`src/rtl/fp_add_seq.sv`:
```
module fp_add_seq (
  input  logic        clk,
  input  logic        rst_n,
  input  logic        start,
  input  logic [31:0] op_a,
  input  logic [31:0] op_b,
  output logic        done,
  output logic [31:0] result
);
  localparam logic [31:0] QNAN = 32'h7FC00000;

  typedef enum logic [1:0] {S_IDLE, S_ADD, S_NORM, S_OUT} state_t;
  state_t st;

  logic              sgn, sub;
  logic signed [9:0] ex;
  logic [23:0]       m_big, m_sml;
  logic [24:0]       sig;

  // unpack, order by magnitude, align
  wire        a_first = op_a[30:0] >= op_b[30:0];
  wire [31:0] big     = a_first ? op_a : op_b;
  wire [31:0] sml     = a_first ? op_b : op_a;
  wire [7:0]  e_big   = big[30:23];
  wire [7:0]  e_sml   = sml[30:23];
  wire [7:0]  e_dif   = e_big - e_sml;
  wire [23:0] h_big   = (e_big != 8'd0) ? {1'b1, big[22:0]} : 24'd0;
  wire [23:0] h_sml   = (e_sml != 8'd0) ? {1'b1, sml[22:0]} : 24'd0;

  wire nan_a = (op_a[30:23] == 8'hFF) && (op_a[22:0] != 23'd0);
  wire nan_b = (op_b[30:23] == 8'hFF) && (op_b[22:0] != 23'd0);
  wire inf_a = (op_a[30:23] == 8'hFF) && (op_a[22:0] == 23'd0);
  wire inf_b = (op_b[30:23] == 8'hFF) && (op_b[22:0] == 23'd0);
  wire bad   = nan_a || nan_b || (inf_a && inf_b && (op_a[31] != op_b[31]));

  assign done = (st == S_OUT);

  always_ff @(posedge clk or negedge rst_n) begin
    if (!rst_n) begin
      st     <= S_IDLE;
      sgn    <= 1'b0;
      sub    <= 1'b0;
      ex     <= '0;
      m_big  <= '0;
      m_sml  <= '0;
      sig    <= '0;
      result <= '0;
    end else begin
      case (st)
        S_IDLE: if (start) begin
          if (bad) begin
            result <= QNAN;
            st     <= S_OUT;
          end else if (inf_a) begin
            result <= op_a;
            st     <= S_OUT;
          end else if (inf_b) begin
            result <= op_b;
            st     <= S_OUT;
          end else begin
            sgn   <= big[31];
            sub   <= op_a[31] ^ op_b[31];
            ex    <= signed'({2'b00, e_big});
            m_big <= h_big;
            m_sml <= h_sml >> e_dif;
            st    <= S_ADD;
          end
        end
        S_ADD: begin
          sig <= sub ? ({1'b0, m_big} - {1'b0, m_sml}) : ({1'b0, m_big} + {1'b0, m_sml});
          st  <= S_NORM;
        end
        S_NORM: begin
          if (sig == 25'd0) begin
            result <= 32'd0;
            st     <= S_OUT;
          end else if (sig[24]) begin
            sig <= sig >> 1;
            ex  <= ex + 10'sd1;
          end else if (!sig[23]) begin
            sig <= sig << 1;
            ex  <= ex - 10'sd1;
          end else begin
            if (ex > 10'sd254)    result <= {sgn, 8'hFF, 23'd0};
            else if (ex < 10'sd1) result <= 32'd0;
            else                  result <= {sgn, ex[7:0], sig[22:0]};
            st <= S_OUT;
          end
        end
        default: st <= S_IDLE;
      endcase
    end
  end

  AST_DONE_PULSE: assert property (@(posedge clk) disable iff (!rst_n)
    done |=> !done);
  AST_CARRY_ONCE: assert property (@(posedge clk) disable iff (!rst_n)
    (st == S_NORM) && sig[24] |=> !sig[24] && (st == S_NORM));
  AST_NAN_CANON: assert property (@(posedge clk) disable iff (!rst_n)
    done && (result[30:23] == 8'hFF) && (result[22:0] != 23'd0) |-> result == QNAN);
  AST_NO_DENORM: assert property (@(posedge clk) disable iff (!rst_n)
    done && (result[30:23] == 8'd0) |-> result == 32'd0);
  AST_HOLD_RESULT: assert property (@(posedge clk) disable iff (!rst_n)
    (st == S_ADD) |=> $stable(result));
endmodule

```
`config.mk`:
```
export PLATFORM = sky130hd
export DESIGN_NAME = fp_add_seq
export DESIGN_NICKNAME = d
export VERILOG_FILES = /design/src/rtl/fp_add_seq.sv
export SDC_FILE = /design/constraint.sdc
export NUM_CORES = 1
export LEC_CHECK = 0
export CELL_PAD_IN_SITES_DETAIL_PLACEMENT = 1
export CELL_PAD_IN_SITES_GLOBAL_PLACEMENT = 2
export CORE_MARGIN = 4
export CORE_UTILIZATION = 39
export CTS_CLUSTER_SIZE = 28
export DETAILED_ROUTE_END_ITERATION = 7
export PLACE_DENSITY_LB_ADDON = 0.05
export SLEW_MARGIN = 10
export SYNTH_ARGS = -nofsm -noshare
export SYNTH_HDL_FRONTEND = slang
export SYNTH_SLANG_ARGS = --single-unit
export TNS_END_PERCENT = 1
```
`constraint.sdc`:
```
create_clock -name clk -period 5.81 [get_ports clk]
set_input_delay 1.162 -clock clk [delete_from_list [all_inputs] [get_ports clk]]
set_output_delay 1.162 -clock clk [all_outputs]
set_load 0.01 [all_outputs]
```
==> impl_results.md <==
- Max Freq: 192 MHz
- Worst-Margin Slew: 1.18 ns
- Reg-to-reg endpoint: sig[24]
- Reg-to-Reg Start: m_sml[3]
- Leading register cell type out of synthesis: dfrtp_1
- Kind of critical path: in -> reg
- Period utilization: 89.6%
- Layout fillers: 3147
- Die ar.: 29600 sq um
- Worst VDD drop: 0.000276 V
- GRT overflow: 0
- Placed cell count: 1670
- Post-Syn Nets: 1394
- Most common cell in the netlist: nand2_1
- Initial core utilization: 39.9%
- Setup TNS: 0 ns
- Vias per inst: 5.93
- Final Core Density: 47.4%
- Status: complete, no violations
- Setup bufs post-CTS: 0
- Reg2Reg Depth: 18
- CP Launch Point: op_b[3]
- Non-filler instance count after layout: 1701
- CP Launch Type: input port
- Avg Cell Area, Syn: 8.31 sq um
- Share of the synthesized area in the top cell type: 28.4%
- GRT Total Usage: 25.7%
- Residual DRC: 0
- Hold-fix buffers, CTS: 0
- Synth Register Bits: 119
- Clk_lat worst skew: 0.42 ns
- Max-cap violation count: 0
- Num CTS Buffers: 17
- Initial antenna violation count: 0
- HP Class: reg -> reg
- Area growth, synth to finish: 18.9%
- Yosys warning total: 0
- Vias post-DR: 10091
- Die width: 172 um
- Layout Nets: 1486
- Placed Area: 11900 sq um
- Routed wire per std cell: 22.3 um
- LEAKAGE: 5.26 nW
- PortBufs: 99
- CTS clk-pin slew, worst paths: 0.06 ns
- R2R Setup Slk: 0.97 ns
- Htree depth: 4
- Slew headroom: 21.2%
- Antenna-violating nets left: 0
- PostCTS Resize Cnt: 0
- First drt pass iteration count: 5
- CTS tree: yes
- Synthesized area: 10500 sq um
- HPWL after DPL: 29900 um
- Critical path peak fanout: 17
- Critical path arrival: 5.50 ns
- Post-synthesis sequential area ratio: 28.4%
- Number of synthesized flops with an enable pin: 0
- Drt first-iter violations: 684
- Async set or reset register ratio after synthesis: 100%
- Slew Viols, Final: 0
- Hold Fails Final Rpt: 0
- Global-route wire length before repair: 59200 um
- Layout cells sized above 1: 9.52%
- Synth cell count leaders: nand2_1, dfrtp_1, o21ai_0, nor2_1, a21oi_1
- Pwr dens: 580 nW/um^2
- Leading area contributor after synthesis: dfrtp_1
- Fin crit period: 5.20 ns
- Die height: 172 um
- Placer Congestion: 0.994
- Mapped Cells: 1262
- Inserted Diodes: 0
- Core box area: 26300 sq um
- CTS max path bufs: 2
- Cell variety after synth: 86
- Crit. End Element: flop
- Vias in the first global route: 10133
- Setup Viol. Count Final: 0
- Unrepaired setup endpoints after global routing: no
- Top cells by area, synth: dfrtp_1, ha_1, mux2i_1
- Routed WL: 37900 um
- Clk sinks: 119
- Fin Clk Skew: 0.0179 ns
- CTS Root Buffer Type: clkbuf_16
- Critical path endpoint: m_sml[5]
- Pin count of the biggest net entering global routing: 65
- I/O Pins: 100
- Row count: 59
- Critical Path RT: 6.11 ns
- Tot Pwr: 0.00723 W
- Cell area after layout: 12500 sq um
==> cells in the final DEF (no fill, tap or decap), types with 8 or more instances in the layout <==
master and instances:
buf_4 48, nor2b_1 10, o211ai_1 9, nand2_1 154, a31oi_1 15, inv_1 61
nor2_1 106, o21ai_1 15, dfrtp_1 119, nor4_1 26, a22oi_1 8, clkdlybuf4s50_1 98
mux4_2 24, and2_1 16, mux2i_1 79, xnor2_1 37, a32o_1 8, nand3_1 19
a221o_1 11, a211oi_1 12, a21oi_1 103, o21ai_0 108, nand4_1 18, clkbuf_16 17
nor3_1 32, ha_1 63
==> worst max-delay path, cell delays in order <==
cell	delay, ns
clkdlybuf4s50_1	0.66
inv_1	0.09
ha_1	0.28
nand4_1	0.12
nor4_1	0.07
a2111o_1	0.45
o21ai_2	0.22
nand2_4	0.08
nor2_1	0.11
a21oi_1	0.05
ha_1	0.33
buf_4	0.29
mux4_2	0.54
mux2i_1	0.27
mux2i_1	0.14
a221o_1	0.39
a32o_1	0.24
==> registers in the layout, indices dropped and copies added, names as in the netlist <==
| name | flops |
|---|---|
| result | 32 |
| sig | 25 |
| m_big | 24 |
| m_sml | 24 |
| ex | 10 |
| st | 2 |
| sgn | 1 |
| sub | 1 |
==> layer usage <==
layer	track usage [%]	vias up	share of wire [%]	wire [um]
met3	3.25	57	4.1	1560
met2	40.5	272	45	16900
li1	-	4826	-	-
met1	36.1	4936	48	18000
met5	0	-	0	0
met4	9.88	0	3.6	1380
==> final cells by class <==
type                       instances  area (sq um)  share of cell area (%)
sequential                       119          2980                    23.9
timing repair buffer             147          1360                    10.9
inverter                          63           236                    1.90
tap                              335           419                    3.36
clock inverter                    14           103                   0.823
clock buffer                      17           425                    3.41
multi-input combinational       1006          6940                    55.7
==> report_power, final <==
group / total [W] / internal [W] / switching, W / leakage, nW
Clock: 0.000971 / 0.000544 / 0.000426 / 0.252
Sequential: 0.00152 / 0.00116 / 0.000355 / 1.51
Combinational: 0.00474 / 0.00196 / 0.00278 / 3.51
Total: 0.00723 / 0.00367 / 0.00356 / 5.26
==> how the worst min path moves through the flow <==
stage                    start    endpoint  slack (ns)  depth (start not counted)
finish              result[17]  result[17]        0.47                          2
global route        result[30]  result[30]        0.50                          2
CTS                 result[17]  result[17]        0.48                          2
detailed placement  result[28]  result[28]        0.47                          2
global placement    result[28]  result[28]        0.46                          2
floorplan             m_big[0]    m_big[0]        0.45                          2
==> stage by stage <==
stage	setup slack (ns)	hold WS [ns]
detailed placement	0.174	0.469
global placement	0.220	0.459
floorplan	0.0797	0.450
finish	0.606	0.472
global route	0.385	0.503
CTS	0.602	0.482
==> kinds of logic (layout without fill, tap and decap cells) <==
kind of cell             Yosys count  count (layout)  share of synthesized area (%)
AO/OA/AOI/OAI                    372             372                           22.7
XOR/XNOR                          46              46                           3.91
adder cells (fa/ha/maj)           65              65                           7.83
buffers and inverters            137             241                           5.54
flip-flops                       119             119                           28.4
multiplexers                     108             108                           13.2
AND/OR/NAND/NOR                  415             415                           18.4
No activity file was read; power rests on OpenSTA's default activity.
